## config.mk

```make
export PLATFORM = sky130hd
export DESIGN_NAME = sdhc_irq_regs
export DESIGN_NICKNAME = d
export VERILOG_FILES = /design/src/rtl/sdhc_irq_regs.sv
export SDC_FILE = /design/constraint.sdc
export NUM_CORES = 1
export LEC_CHECK = 0
export BUFFER_PORTS_ARGS = -buffer_cell sky130_fd_sc_hd__clkbuf_2
export CAP_MARGIN = 20
export CORE_MARGIN = 1.5
export CORE_UTILIZATION = 28
export CTS_BUF_LIST = sky130_fd_sc_hd__clkbuf_2 sky130_fd_sc_hd__clkbuf_4 sky130_fd_sc_hd__clkbuf_8
export DETAILED_ROUTE_END_ITERATION = 8
export PLACE_DENSITY = 0.54
export SLEW_MARGIN = 20
export SYNTH_ARGS = -nofsm -noshare
export SYNTH_HDL_FRONTEND = slang
export SYNTH_SLANG_ARGS = --single-unit
```

## constraint.sdc

```tcl
create_clock -name clk -period 1 [get_ports clk]
set_input_delay 0 -clock clk [delete_from_list [all_inputs] [get_ports clk]]
set_output_delay 0 -clock clk [all_outputs]
set_load 0.01 [all_outputs]
```

## src/rtl/sdhc_irq_regs.sv

```systemverilog
module sdhc_irq_regs #(
  parameter int AW = 3
) (
  input  logic          clk,
  input  logic          rst_n,
  input  logic          wr_en,
  input  logic [AW-1:0] wr_addr,
  input  logic [15:0]   wr_data,
  input  logic [AW-1:0] rd_addr,
  output logic [15:0]   rd_data,
  input  logic [7:0]    ev_norm,
  input  logic [8:0]    ev_err,
  input  logic          card_irq,
  output logic          irq
);
  localparam logic [AW-1:0] A_NST  = AW'(0);
  localparam logic [AW-1:0] A_EST  = AW'(1);
  localparam logic [AW-1:0] A_NEN  = AW'(2);
  localparam logic [AW-1:0] A_EEN  = AW'(3);
  localparam logic [AW-1:0] A_NSIG = AW'(4);
  localparam logic [AW-1:0] A_ESIG = AW'(5);

  logic [7:0] nst;
  logic       card_q;
  logic [8:0] est, nen, een, nsig, esig;

  wire [7:0] nclr = (wr_en && wr_addr == A_NST) ? wr_data[7:0] : 8'h0;
  wire [8:0] eclr = (wr_en && wr_addr == A_EST) ? wr_data[8:0] : 9'h0;
  wire [7:0] nset = ev_norm & nen[7:0];
  wire [8:0] eset = ev_err & een;
  wire       esum = |est;
  wire [8:0] nfull = {card_q, nst};

  always_ff @(posedge clk or negedge rst_n) begin
    if (!rst_n) begin
      nst <= '0; card_q <= 1'b0; est <= '0;
      nen <= '0; een <= '0; nsig <= '0; esig <= '0;
    end else begin
      nst    <= (nst & ~nclr) | nset;
      est    <= (est & ~eclr) | eset;
      card_q <= card_irq & nen[8];
      if (wr_en) begin
        case (wr_addr)
          A_NEN:   nen  <= wr_data[8:0];
          A_EEN:   een  <= wr_data[8:0];
          A_NSIG:  nsig <= wr_data[8:0];
          A_ESIG:  esig <= wr_data[8:0];
          default: ;
        endcase
      end
    end
  end

  always_comb begin
    case (rd_addr)
      A_NST:   rd_data = {esum, 6'b0, nfull};
      A_EST:   rd_data = {7'b0, est};
      A_NEN:   rd_data = {7'b0, nen};
      A_EEN:   rd_data = {7'b0, een};
      A_NSIG:  rd_data = {7'b0, nsig};
      A_ESIG:  rd_data = {7'b0, esig};
      default: rd_data = 16'h0;
    endcase
  end

  assign irq = (|(nfull & nsig)) | (|(est & esig));

  a_r2_no_stray_norm: assert property (@(posedge clk) disable iff (!rst_n)
    1'b1 |=> ((nst & ~$past(nst) & ~$past(ev_norm & nen[7:0])) == 8'h0));

  a_r3_no_stray_err: assert property (@(posedge clk) disable iff (!rst_n)
    1'b1 |=> ((est & ~$past(est) & ~$past(ev_err & een)) == 9'h0));

  a_r5_set_wins: assert property (@(posedge clk) disable iff (!rst_n)
    (|(ev_norm & nen[7:0])) |=> ((nst & $past(ev_norm & nen[7:0])) == $past(ev_norm & nen[7:0])));

  a_r4_clear_norm: assert property (@(posedge clk) disable iff (!rst_n)
    (wr_en && wr_addr == A_NST) |=> ((nst & $past(wr_data[7:0] & ~ev_norm)) == 8'h0));

  a_r9_quiet_line: assert property (@(posedge clk) disable iff (!rst_n)
    (nsig == 9'h0 && esig == 9'h0) |-> !irq);
endmodule

```

=== Word-level counts from Yosys, hierarchy flattened ===
Index checks and enable logic that the tools add are counted.

* Bits in registers: 54
* Bits in latches: 0
* RAM bits: 0
* Memory bits (read-only): 0
* Bits of input ports: 43
* Word-level logic and storage cells: 43
* Memories: 0

* Add/sub/neg operators: 0
* Multiply operators: 0
* Div/mod/pow operators: 0
* Order comparisons: 0
* Equality and inequality tests: 10
* Shifts and indexed selects: 0
* Multiplexer cells: 3
* Bitwise gates (word level): 12
* Reductions and logical operators: 11

{| class="wikitable"
|+ Operators by type and width
! cell !! number
|-
| one-hot mux 16 bit (6 select lines) || 1
|-
| bitwise AND 9 bit || 4
|-
| OR reduction 9 bit || 3
|-
| bitwise AND 8 bit || 2
|-
| equality test 3 x 2 -> 1 bit, second input constant || 4
|-
| equality test 3 bit, second input constant || 4
|-
| two-way mux 9 bit || 1
|-
| inverter 9 bit || 1
|-
| OR 9 bit || 1
|-
| two-way mux 8 bit || 1
|-
| inverter 8 bit || 1
|-
| OR 8 bit || 1
|-
| AND reduction 2 bit || 4
|-
| equality test 3 x 1 -> 1 bit, second input constant || 2
|-
| zero test 3 bit || 2
|-
| logical AND 1 bit || 2
|-
| bitwise AND 1 bit || 1
|-
| OR 1 bit || 1
|}

=== Depth between registers and ports, before layout ===
* Depth in word-level cells: 6
* Depth in mapped cells: 6
* Mapped depth without buffers: 4

=== Worst setup path after synthesis ===
OpenSTA, ideal clock, no wires.

* Path type: register -> output
* Start: register est[1]
* End: output port rd_data[15]
* Arrival time: 1163 ps
* Path slack: -163 ps
* Cell stages (with the launch flop): 4
* Path buffers: 0
* Path through: dfrtp_1 > or4_1 > nor3_1 > a2111oi_0

* Cells in the longest elaborated chain, start to end: 2

{| class="wikitable"
|+ Ends and longest elaborated chain
! item !! RTL line !! source
|-
| start: declaration || 25 || <nowiki>logic [8:0] est, nen, een, nsig, esig;</nowiki>
|-
| start signal: assignment || 40 || <nowiki>est <= (est & ~eclr) | eset;</nowiki>
|-
| OR reduction 9 bit || 31 || <nowiki>wire esum = |est;</nowiki>
|-
| one-hot mux 16 bit (6 select lines) || 55 || <nowiki>case (rd_addr)</nowiki>
|-
| end: declaration || 10 || <nowiki>output logic [15:0] rd_data,</nowiki>
|}

Every way passes these cells.

=== Worst setup path after layout ===
Ends and elaborated chain as after synthesis.

==> key figures <==
Routing
  • First DRT Iteration DRCs: 60
  • Met1 WL: 3714 microns
  • Pre-antenna DRT Iters: 4
  • Final ANT Viol Nets: 0
  • WL final: 7467 microns
  • DRC: 0
  • Met3 Wirelength: 229 microns
  • Routed wl met2: 3492 microns
  • Via/cell ratio: 4.658
  • Vias: 2,166
  • Top Layer Used: met4
  • WL per Instance: 16.06 microns

Floorplan
  • I/O pin cnt: 60
  • Initial Utilization: 29.09%
  • Die height: 101.5 microns
  • Core footprint: 9328 sq um
  • Overall die width: 101.5 microns
  • Die area: 10,290 sq um
  • Rows: 35

Cells and area
  • Nets: 378
  • Share of cells above drive strength 1: 49.40%
  • Area grow syn2layout: 41.91%
  • Ant. Diodes: 0
  • Fillers: 907

Synth
  • Register area share after synthesis: 49.79%
  • Post-Synth Adder-Cell Area: 0%
  • Largest area contributor in the netlist: dfrtp_1
  • Synth Area in Compound Gates: 12.45%
  • Synthesized area per cell: 12.39 sq um
  • Synth warn: 0
  • Yosys reg bits: 54
  • Cell count after synthesis: 219
  • Xor and xnor area share after synthesis: 0%
  • Multiplexer share of the synthesized area: 23.42%
  • Post-synthesis simple-gate area fraction: 9.774%
  • Largest family of logic cells by synthesized area: multiplexers
  • Area fraction of the dominant cell type after synthesis: 49.79%
  • Post-synth cell types: 32
  • Mapped Area: 2714 sq um
  • Largest cells by area after synthesis: dfrtp_1, mux2_2, a22o_1

Placement
  • PortBufs: 46
  • Dpl hpwl: 5487 microns
  • Final Wtd Congestion: 0.8353

Timing
  • Final hold slack: 10.02 ps
  • Crit share post-route: 164.4%
  • Sum Neg Setup Slack: -5387 ps
  • Final setup viols: 11
  • Slack of the critical path: -644.3 ps
  • Unrepaired setup endpoints after global routing: true
  • Final Hold Viols: 0
  • Top achievable clock speed: 0.6082 GHz
  • Final Slew Violations: 0
  • Min cycle time layout: 1644 ps
  • Skew final: 4.729 ps

Worst setup path
  • Crit path max fanout: 2
  • Crit end category: output pin
  • CP arrival: 1640 ps
  • Setup Crit Path Kind: flip-flop to output pin
  • Buffers & Inverters on Critical Path: 1
  • CP max stage delay: 530 ps
  • CP max-delay cell: or4_1
  • Crit-path cells: or4_1, nor3_2, a2111oi_1, buf_2
  • Cell family with most CP delay: simple AND/OR/NAND/NOR gates
  • CP Data Required Time: 1000 ps
  • Crit start category: flip-flop

Clock tree
  • CTS clock-pin slew for the worst setup and hold paths: 100 ps
  • Worst skew pair latency: 300 ps
  • H-tree Lvls: 2
  • Clk buf depth: 2
  • CTS tree: yes
  • CTS Buf Count: 5
  • CTS root buffer: clkbuf_8
  • CTS Sinks: 54

GRT
  • Gr usage total: 15.09%
  • Largest net degree at the start of global routing: 55
  • Vias in the first global route: 2,125
  • First-pass GRT wire length: 11,700 microns
  • Initial antenna violation count: 0
  • Remaining global-route overflow: 0

Worst hold path
  • Worst hold path class: input pin to flip-flop

Power
  • Leakage Power: 1.759 nW
  • PwrDens: 1537 nW/um^2
  • Maximum vdd ir drop: 721.6 uV

Status
  • Violated checks: setup timing
  • Status: finished with violations

Job
  • Max_cap viols: 0
## cell usage in the layout, fill, tap and decap left out, drive strengths merged, types with 2 or more instances in the layout
cell,synthesis,final
mux2,36,36
a21oi,8,8
o22ai,4,4
mux2i,14,14
nor2b,3,3
a211oi,3,3
o221ai,2,2
a221oi,3,3
a22oi,3,3
nor2,9,9
dfrtp,54,54
conb,1,6
dlygate4sd3,0,21
mux4,4,4
buf,16,56
nand2,19,19
nor3,3,3
nand2b,2,2
a22o,20,20
clkbuf,0,49
nand3,2,2
inv,4,4
## metrics by stage
stage / utilization [%] / instances / instance area (sq um) / setup WS [ps] / power [W]
3_3_place_gp: 37.09 / 434 / 3460 / -351.3 / 0.004483
6_report: 41.29 / 465 / 3851 / -644.3 / 0.005921
2_1_floorplan: - / 224 / 2738 / -132.2 / 0.003703
4_1_cts: 41.05 / 464 / 3829 / -644.7 / 0.005963
3_5_place_dp: 37.09 / 434 / 3460 / -350.8 / 0.004511
5_1_grt: 41.29 / 465 / 3851 / -716.8 / 0.006257
## Yosys cell counts
master / count
and4bb_1: 1
o22ai_1: 4
a21oi_1: 8
mux4_2: 4
nor3_1: 2
buf_2: 6
nand2_1: 17
a22o_1: 20
nand4b_2: 1
mux2_2: 36
a22oi_1: 3
nand3_1: 2
dfrtp_1: 54
buf_4: 10
and3_1: 1
inv_1: 4
a221oi_1: 3
a211oi_1: 3
nor4b_4: 1
nand4_1: 1
mux2i_1: 14
nand2_2: 2
nand2b_1: 2
or4_1: 1
conb_1: 1
nor2_1: 9
a2111oi_0: 1
nor2b_1: 3
nor3_4: 1
nor4bb_1: 1
o221ai_1: 2
and2_1: 1
## timing repair
item	in CTS	in global routing
resized for setup	14	7
setup buffers	2	1
hold buffers	21	0
endpoints found under the hold margin	78	0
endpoints found under the setup margin	11	11
pin swaps	6	1
## registers in the layout, indices dropped and copies added (netlist names)
name,count
nst,8
card_q,1
est,9
een,9
esig,9
nsig,9
nen,9
## per-layer routing
metal | GRT usage (%) | up-vias
met5 | 0 | -
met4 | 3.205 | 0
met3 | 2.830 | 2
met2 | 23.95 | 40
met1 | 21.54 | 1081
li1 | - | 1043
## worst paths after layout
path	start	cells after the start	slack, ps	to
min in group asynchronous	rst_n	3	230	nen[4]
setup / recovery	est[1]	4	-640	rd_data[15]
max in group asynchronous	rst_n	3	510	est[8]
hold / removal	wr_data[1]	2	10	esig[1]
setup reg to reg	est[4]	3	60	est[4]
hold reg to reg	een[8]	1	540	est[8]
## cell families (layout without fill, tap and decap cells)
group	after synthesis	in the layout
compound gates	44	44
buf+inv	20	132
flops	54	54
mux	54	54
other cells	1	6
simple gates	46	46
## cell type report
class,count,area (sq um),area share [%]
flip-flops and latches,54,1353,35.12
multi-input cells,150,1320,34.28
repair buffers,120,907.1,23.55
well taps,129,161.4,4.191
clock buffers,6,82.58,2.144
inverters,4,15.01,0.3899
clock inverters,2,12.51,0.3249
## report_power, final
group	switching [W]	total, W	leakage, nW	internal [W]
Sequential	0.000319	0.00291	0.604	0.00260
Combinational	0.000673	0.00172	1.11	0.00104
Clock	0.000732	0.00129	0.0472	0.000559
Total	0.00172	0.00592	1.76	0.00420
No activity file was read; power rests on OpenSTA's default activity.
